## src/rtl/hwd_pkg.sv

```systemverilog
package hwd_pkg;
  localparam int unsigned INSTR_W = 8;
  localparam int unsigned SEL_W   = 2;
  localparam int unsigned OPC_W   = 4;
  localparam int unsigned OPC_LSB = INSTR_W - OPC_W;

  typedef enum logic [1:0] {
    PH_FETCH = 2'd0,
    PH_IMM   = 2'd1,
    PH_EXEC  = 2'd2,
    PH_IDLE  = 2'd3
  } phase_e;

  typedef enum logic [SEL_W-1:0] {
    AS_PC  = 2'd0,
    AS_IMM = 2'd1,
    AS_RS  = 2'd2,
    AS_RD  = 2'd3
  } addr_src_e;

  typedef enum logic [SEL_W-1:0] {
    WS_IMM = 2'd0,
    WS_RS  = 2'd1,
    WS_MEM = 2'd2,
    WS_ALU = 2'd3
  } wr_src_e;

  typedef enum logic [OPC_W-1:0] {
    OP_AND  = 4'h0, OP_OR   = 4'h1, OP_ADD  = 4'h2, OP_SUB  = 4'h3,
    OP_LDR  = 4'h4, OP_STR  = 4'h5, OP_MOV  = 4'h6, OP_NOP  = 4'h7,
    OP_JZ   = 4'h8, OP_JNZ  = 4'h9, OP_JPOS = 4'hA, OP_JNEG = 4'hB,
    OP_LDD  = 4'hC, OP_STD  = 4'hD, OP_LDI  = 4'hE, OP_JMP  = 4'hF
  } opc_e;

  typedef struct packed {
    logic      pc_src;
    logic      pc_load;
    logic      ir_load;
    logic      imm_load;
    logic      mem_we;
    logic      rd_we;
    addr_src_e addr_sel;
    wr_src_e   wr_src;
  } ctrl_t;

  localparam ctrl_t CTRL_IDLE = '{pc_src: 1'b0, pc_load: 1'b0, ir_load: 1'b0,
                                  imm_load: 1'b0, mem_we: 1'b0, rd_we: 1'b0,
                                  addr_sel: AS_PC, wr_src: WS_IMM};
endpackage

```

## src/rtl/dec_fields.sv

```systemverilog
module dec_fields
  import hwd_pkg::*;
(
  input  logic [INSTR_W-1:0] instr_i,
  output opc_e               opc_o,
  output logic               two_byte_o,
  output logic [SEL_W-1:0]   rd_o,
  output logic [SEL_W-1:0]   rs_o,
  output logic [SEL_W-1:0]   alu_op_o
);
  assign opc_o      = opc_e'(instr_i[INSTR_W-1:OPC_LSB]);
  assign two_byte_o = instr_i[INSTR_W-1];
  assign alu_op_o   = instr_i[OPC_LSB+SEL_W-1:OPC_LSB];
  assign rd_o       = instr_i[2*SEL_W-1:SEL_W];
  assign rs_o       = instr_i[SEL_W-1:0];
endmodule

```

## src/rtl/dec_exec_lut.sv

```systemverilog
module dec_exec_lut
  import hwd_pkg::*;
(
  input  opc_e  opc_i,
  output ctrl_t ctl_o
);
  always_comb begin
    ctl_o = CTRL_IDLE;
    unique case (opc_i)
      OP_AND, OP_OR, OP_ADD, OP_SUB: begin
        ctl_o.rd_we  = 1'b1;
        ctl_o.wr_src = WS_ALU;
      end
      OP_LDR: begin
        ctl_o.rd_we    = 1'b1;
        ctl_o.wr_src   = WS_MEM;
        ctl_o.addr_sel = AS_RS;
      end
      OP_STR: begin
        ctl_o.mem_we   = 1'b1;
        ctl_o.addr_sel = AS_RS;
      end
      OP_MOV: begin
        ctl_o.rd_we  = 1'b1;
        ctl_o.wr_src = WS_RS;
      end
      OP_NOP: ;
      OP_JZ, OP_JNZ, OP_JPOS, OP_JNEG: ctl_o.pc_src = 1'b1; // load gated by branch unit
      OP_LDD: begin
        ctl_o.rd_we    = 1'b1;
        ctl_o.wr_src   = WS_MEM;
        ctl_o.addr_sel = AS_IMM;
      end
      OP_STD: begin
        ctl_o.mem_we   = 1'b1;
        ctl_o.addr_sel = AS_IMM;
      end
      OP_LDI: begin
        ctl_o.rd_we  = 1'b1;
        ctl_o.wr_src = WS_IMM;
      end
      OP_JMP: begin
        ctl_o.pc_src  = 1'b1;
        ctl_o.pc_load = 1'b1;
      end
      default: ;
    endcase
  end
endmodule

```

## src/rtl/dec_branch.sv

```systemverilog
module dec_branch
  import hwd_pkg::*;
(
  input  opc_e opc_i,
  input  logic zero_i,
  input  logic neg_i,
  output logic take_o
);
  logic       is_cond;
  logic [1:0] cc;
  logic       hit;

  assign is_cond = (opc_i[OPC_W-1 -: 2] == 2'b10);
  assign cc      = opc_i[1:0];

  always_comb begin
    unique case (cc)
      2'd0: hit = zero_i;
      2'd1: hit = !zero_i;
      2'd2: hit = !zero_i && !neg_i;
      2'd3: hit = neg_i;
      default: hit = 1'b0;
    endcase
  end

  assign take_o = is_cond && hit;
endmodule

```

## src/rtl/hw_ctrl_decode.sv

```systemverilog
module hw_ctrl_decode
  import hwd_pkg::*;
(
  input  logic [1:0] phase_i,
  input  logic [7:0] instr_i,
  input  logic       zero_i,
  input  logic       neg_i,
  output logic       pc_src_o,
  output logic       pc_load_o,
  output logic       ir_load_o,
  output logic       imm_load_o,
  output logic       mem_we_o,
  output logic       rd_we_o,
  output logic [1:0] addr_sel_o,
  output logic [1:0] wr_src_o,
  output logic [1:0] rd_sel_o,
  output logic [1:0] rs_sel_o,
  output logic [1:0] alu_op_o
);
  opc_e  opc;
  logic  two_byte;
  ctrl_t exec_ctl;
  ctrl_t ctl;
  logic  take;

  dec_fields u_fields (
    .instr_i   (instr_i),
    .opc_o     (opc),
    .two_byte_o(two_byte),
    .rd_o      (rd_sel_o),
    .rs_o      (rs_sel_o),
    .alu_op_o  (alu_op_o)
  );

  dec_exec_lut u_lut (
    .opc_i(opc),
    .ctl_o(exec_ctl)
  );

  dec_branch u_br (
    .opc_i (opc),
    .zero_i(zero_i),
    .neg_i (neg_i),
    .take_o(take)
  );

  always_comb begin
    ctl = CTRL_IDLE;
    unique case (phase_e'(phase_i))
      PH_FETCH: begin
        ctl.ir_load = 1'b1;
        ctl.pc_load = 1'b1;
      end
      PH_IMM: begin
        ctl.imm_load = two_byte;
        ctl.pc_load  = two_byte;
      end
      PH_EXEC: begin
        ctl         = exec_ctl;
        ctl.pc_load = exec_ctl.pc_load | take;
      end
      default: ;
    endcase
  end

  assign pc_src_o   = ctl.pc_src;
  assign pc_load_o  = ctl.pc_load;
  assign ir_load_o  = ctl.ir_load;
  assign imm_load_o = ctl.imm_load;
  assign mem_we_o   = ctl.mem_we;
  assign rd_we_o    = ctl.rd_we;
  assign addr_sel_o = ctl.addr_sel;
  assign wr_src_o   = ctl.wr_src;
endmodule

```

## config.mk

```make
export PLATFORM = sky130hd
export DESIGN_NAME = hw_ctrl_decode
export DESIGN_NICKNAME = d
export VERILOG_FILES = /design/src/rtl/hwd_pkg.sv /design/src/rtl/dec_fields.sv /design/src/rtl/dec_exec_lut.sv /design/src/rtl/dec_branch.sv /design/src/rtl/hw_ctrl_decode.sv
export SDC_FILE = /design/constraint.sdc
export NUM_CORES = 1
export LEC_CHECK = 0
export BUFFER_PORTS_ARGS = -buffer_cell sky130_fd_sc_hd__buf_2
export CORE_AREA = 10 10 47 49
export DETAILED_ROUTE_END_ITERATION = 10
export DIE_AREA = 0 0 57 59
export GPL_ROUTABILITY_DRIVEN = 0
export PLACE_DENSITY_LB_ADDON = 0.15
export SLEW_MARGIN = 25
export SYNTH_ARGS = -nofsm -noshare
export SYNTH_HDL_FRONTEND = slang
export SYNTH_SLANG_ARGS = --single-unit
```

## constraint.sdc

```tcl
create_clock -name vclk -period 1.4
set_input_delay 0.28 -clock vclk [all_inputs]
set_output_delay 0.28 -clock vclk [all_outputs]
set_load 0.03 [all_outputs]
```

# [Word level (Yosys, flattened, before mapping)]
# Cells that the tools add are included.
[totals] out_inout_bits=16 reg_bits=0
[op_classes] n_eq_ne=20 reduce_logical=14 n_mux=12 bitwise=1
[ops] cell="$eq A4 B4 Y1 const B" n=8
[ops] cell="$eq A4 B3 Y1 const B" n=3
[ops] cell="$eq A2 B2 Y1 const B" n=4
[ops] cell="$eq A4 B2 Y1 const B" n=2
[ops] cell="$reduce_or A2 Y1" n=4
[ops] cell="$reduce_or A8 Y1" n=1
[ops] cell="$mux W1" n=7
[ops] cell="$mux W6" n=1
[ops] cell="$pmux W2 S3" n=1
[ops] cell="$reduce_or A5 Y1" n=1
[ops] cell="$eq A2 B1 Y1 const B" n=2
[ops] cell="$eq A4 B1 Y1 const B" n=1
[ops] cell="$logic_not A2 Y1" n=2
[ops] cell="$logic_not A4 Y1" n=1
[ops] cell="$pmux W1 S4" n=1
[ops] cell="$pmux W2 S2" n=1
[ops] cell="$reduce_or A4 Y1" n=1
[ops] cell="$pmux W1 S3" n=1
[ops] cell="$logic_and A1 B1 Y1" n=2
[ops] cell="$logic_not A1 Y1" n=2
[ops] cell="$or A1 B1 Y1" n=1

# [Logic depth before layout (Yosys ltp)]
[depth] depth_word=6 depth_mapped=4

# [Hierarchy]
# Synthesis repeated with hierarchy kept, for this count alone.
[hier_totals] cells_unflattened=52 area_unflattened_um2=380.4
[modules_own_cells] module="hw_ctrl_decode" area_each_um2=137.6 instances=1 cells_each=19
[modules_own_cells] module="dec_exec_lut" area_each_um2=105.1 instances=1 cells_each=16
[modules_own_cells] module="dec_fields" area_each_um2=82.6 instances=1 cells_each=11
[modules_own_cells] module="dec_branch" area_each_um2=55.1 instances=1 cells_each=6

# [Worst setup path after synthesis]
# Ideal clock, no wire load.
[synth_timing] kind="input-to-output" from="in phase_i[0]" to="out addr_sel_o[0]" slack_ns=-0.285 arrival_time_ns=1.405 n_path_buf=0 cell_stages=2 path_cell_list="nand2b_1 nor4_1"
[synth_between] elab_chain_cells=2
[synth_lines] element="start, declared" line_no="hw_ctrl_decode.sv:4" text="input logic [1:0] phase_i,"
[synth_lines] element="$eq A2 B2 Y1" line_no="hw_ctrl_decode.sv:49" text="unique case (phase_e'(phase_i))"
[synth_lines] element="$mux W6" line_no="hw_ctrl_decode.sv:49"
[synth_lines] element="end, declared" line_no="hw_ctrl_decode.sv:14" text="output logic [1:0] addr_sel_o,"
# No other way between the ends.

# [Worst setup path in the final report]
[layout_timing] from="in instr_i[6]" to="out pc_load_o"
[layout_between] elab_chain_cells=4 word_cells_on_any_way=6
[layout_lines] element="start, declared" line_no="hw_ctrl_decode.sv:5" text="input logic [7:0] instr_i,"
[layout_lines] element="$eq A4 B4 Y1 / $eq A2 B2 Y1 (equally long branches)" line_no="dec_exec_lut.sv:9, dec_branch.sv:13"
[layout_lines] element="$mux W1 / $logic_and A1 B1 Y1 (equally long branches)" line_no="dec_exec_lut.sv:9, dec_branch.sv:26"
[layout_lines] element="$or A1 B1 Y1 (*)" line_no="hw_ctrl_decode.sv:60" text="ctl.pc_load = exec_ctl.pc_load | take;"
[layout_lines] element="$pmux W1 S3 (*)" line_no="hw_ctrl_decode.sv:49"
[layout_lines] element="end, declared" line_no="hw_ctrl_decode.sv:9" text="output logic pc_load_o,"
# Mark *: on every way between the ends. The rest lies on a longest branch, timed or not.

==> flow_summary.json <==
{
  "core_mm2": 0.001401,
  "p_per_area_mw_per_mm2": 343.8,
  "grt_pass1_wl_um": 1373,
  "yosysTopAreaCellShare": 0.2143,
  "rows": 14,
  "seq_area_um2": 0,
  "rsz0062_at_grt": "true",
  "dieArea_mm2": 0.003363,
  "yosysTopAreaCell": "buf_4",
  "overflow": 0,
  "postCtsSetupBuffers": 0,
  "yosys-top-cells-area": "buf_4 21%, nor2_1 11%, nor4_1 8.9%",
  "swShare": 0.5438,
  "finalSetupViolations": 2,
  "seq_cells": 0,
  "pwr-share-clk": 0,
  "worst_slack_ns": -0.01729,
  "hp-class": "in2out",
  "p_seq_frac": 0,
  "syn_inst": 33,
  "die_h_um": 59,
  "antenna_cells": 0,
  "utilization": 0.2813,
  "synthesis.nets": 45,
  "power_switching_w": 0.00007369,
  "cp-start-kind": "primary input",
  "holdBufCountCts": 0,
  "whs_ns": 0.5600,
  "vias_per_cell": 4.265,
  "stdcell_area_um2": 394.1,
  "power_frac_comb": 1.000,
  "endpoint_kind": "primary output",
  "clockBufferCount": 0,
  "nNetsFinal": 66,
  "area_growth_pct": 87.50,
  "num_vias": 290,
  "post-route-period-util": 1.012,
  "io_buffers": 20,
  "violations": "negative setup slack",
  "cp-endpoint": "pc_load_o",
  "ioPinCount": 28,
  "maxCapViolCount": 0,
  "syn-cell-area_um2": 210.2,
  "p_leak_nw": 0.2017,
  "dp_hpwl_um": 725.5,
  "startpoint": "instr_i[6]",
  "ys_types": 16,
  "track_usage": 0.04698,
  "slew-limit-headroom": 0.7812,
  "grt_max_degree": 8,
  "peakVddDrop_mv": 0.09587,
  "drc": 0,
  "placed_cell_area_um2": 332.8,
  "finalHoldViolCount": 0,
  "ys_seq_area_frac": 0,
  "status": "finished with violations",
  "layout_commonest_cell": "buf_2",
  "final_cell_mix": "11 x buf_2, 10 x buf_4, 6 x nor2_1",
  "worstPathRequired_ns": 1.12,
  "first_iter_violations": 2,
  "fmax_mhz": 705.6,
  "avgSynthCellArea_um2": 6.370,
  "critPathKind": "in2out",
  "routed_wl_um": 833,
  "p_int_w": 0.00006183,
  "min_period_ns": 1.417,
  "die_w_um": 57,
  "dr.pass1.iters": 2,
  "drive_above_1_share": 0.6346,
  "slew_viol_final": 0,
  "cp_max_fo": 2,
  "grt_pass1_vias": 314,
  "drtAntennaViolNets": 0,
  "yosys_warnings": 0,
  "arrival_ns": 1.14,
  "worst_pin_slew_ns": 0.3251,
  "antenna_found_initial": 0,
  "wire_per_inst_um": 12.25,
  "start_util": 0.1500
}
[power groups by stage]
stage | sequential, W | clock, W | combinational, W
after floorplan | 0 | 0 | 0.0000902
after global placement | 0 | 0 | 0.000118
after detailed placement | 0 | 0 | 0.000116
after CTS | 0 | 0 | 0.000130
after global routing | 0 | 0 | 0.000146
final | 0 | 0 | 0.000136
[cell type report]
| cell class | instances | area (um^2) |
|---|---|---|
| multi-input cells | 23 | 163.9 |
| fillers | 168 | 1007 |
| inverters | 3 | 11.26 |
| well taps | 16 | 20.02 |
| repair buffers | 26 | 198.9 |
[Yosys cell counts]
cell type	count
o21ai_0	1
and4bb_1	1
buf_4	6
o21a_1	1
buf_6	1
and2_1	1
inv_1	3
nor3_1	2
nor2_1	6
nand2b_1	2
nand2_1	1
a211oi_1	2
nor4_1	3
a2111oi_2	1
a211o_1	1
a21oi_1	1
[through the flow]
| stage | cells | total power, W | worst slack [ns] | TNS [ns] |
|---|---|---|---|---|
| floorplan | 33 | 0.00009021 | -0.2845 | -1.351 |
| global placement | 68 | 0.0001184 | -0.09109 | -0.1273 |
| detailed placement | 68 | 0.0001164 | -0.07919 | -0.1255 |
| CTS | 68 | 0.0001299 | -0.01690 | -0.02882 |
| global route | 68 | 0.0001465 | -0.07157 | -0.07732 |
| finish | 68 | 0.0001355 | -0.01729 | -0.02516 |
[worst max-delay path: stages]
cell and delay, ns:
buf_8 0.10, and4bb_1 0.27, a2111oi_2 0.04, a211o_2 0.30
buf_6 0.14
[worst min path at each step]
stage          slack, ns          end  cells after the start       start
6_report            0.56  rd_sel_o[1]                      0  instr_i[3]
2_1_floorplan       0.67    ir_load_o                      1  phase_i[0]
4_1_cts             0.56  rd_sel_o[1]                      0  instr_i[3]
3_3_place_gp        0.56  rd_sel_o[1]                      0  instr_i[3]
5_1_grt             0.56  rs_sel_o[1]                      0  instr_i[1]
3_5_place_dp        0.56  rd_sel_o[1]                      0  instr_i[3]
[cell families after synthesis]
family / synth area share
AOI/OAI and AO/OA: 0.2678
buffers and inverters: 0.3214
and+or+nand+nor: 0.4107
[what timing repair did]
action | in CTS | in global routing
setup endpoints to repair | 3 | 8
gates resized for setup | 11 | 8
pin swaps | 1 | 0
[per-layer routing]
| layer | part of all wire | global-route usage | vias to the layer above |
|---|---|---|---|
| met4 | 0.0072 | 0.01007 | 0 |
| met2 | 0.60 | 0.1023 | 6 |
| met3 | 0.083 | 0.01288 | 2 |
| li1 | - | - | 149 |
| met1 | 0.31 | 0.04009 | 133 |
| met5 | 0 | 0 | - |
Power figures use the tool's default switching activity.
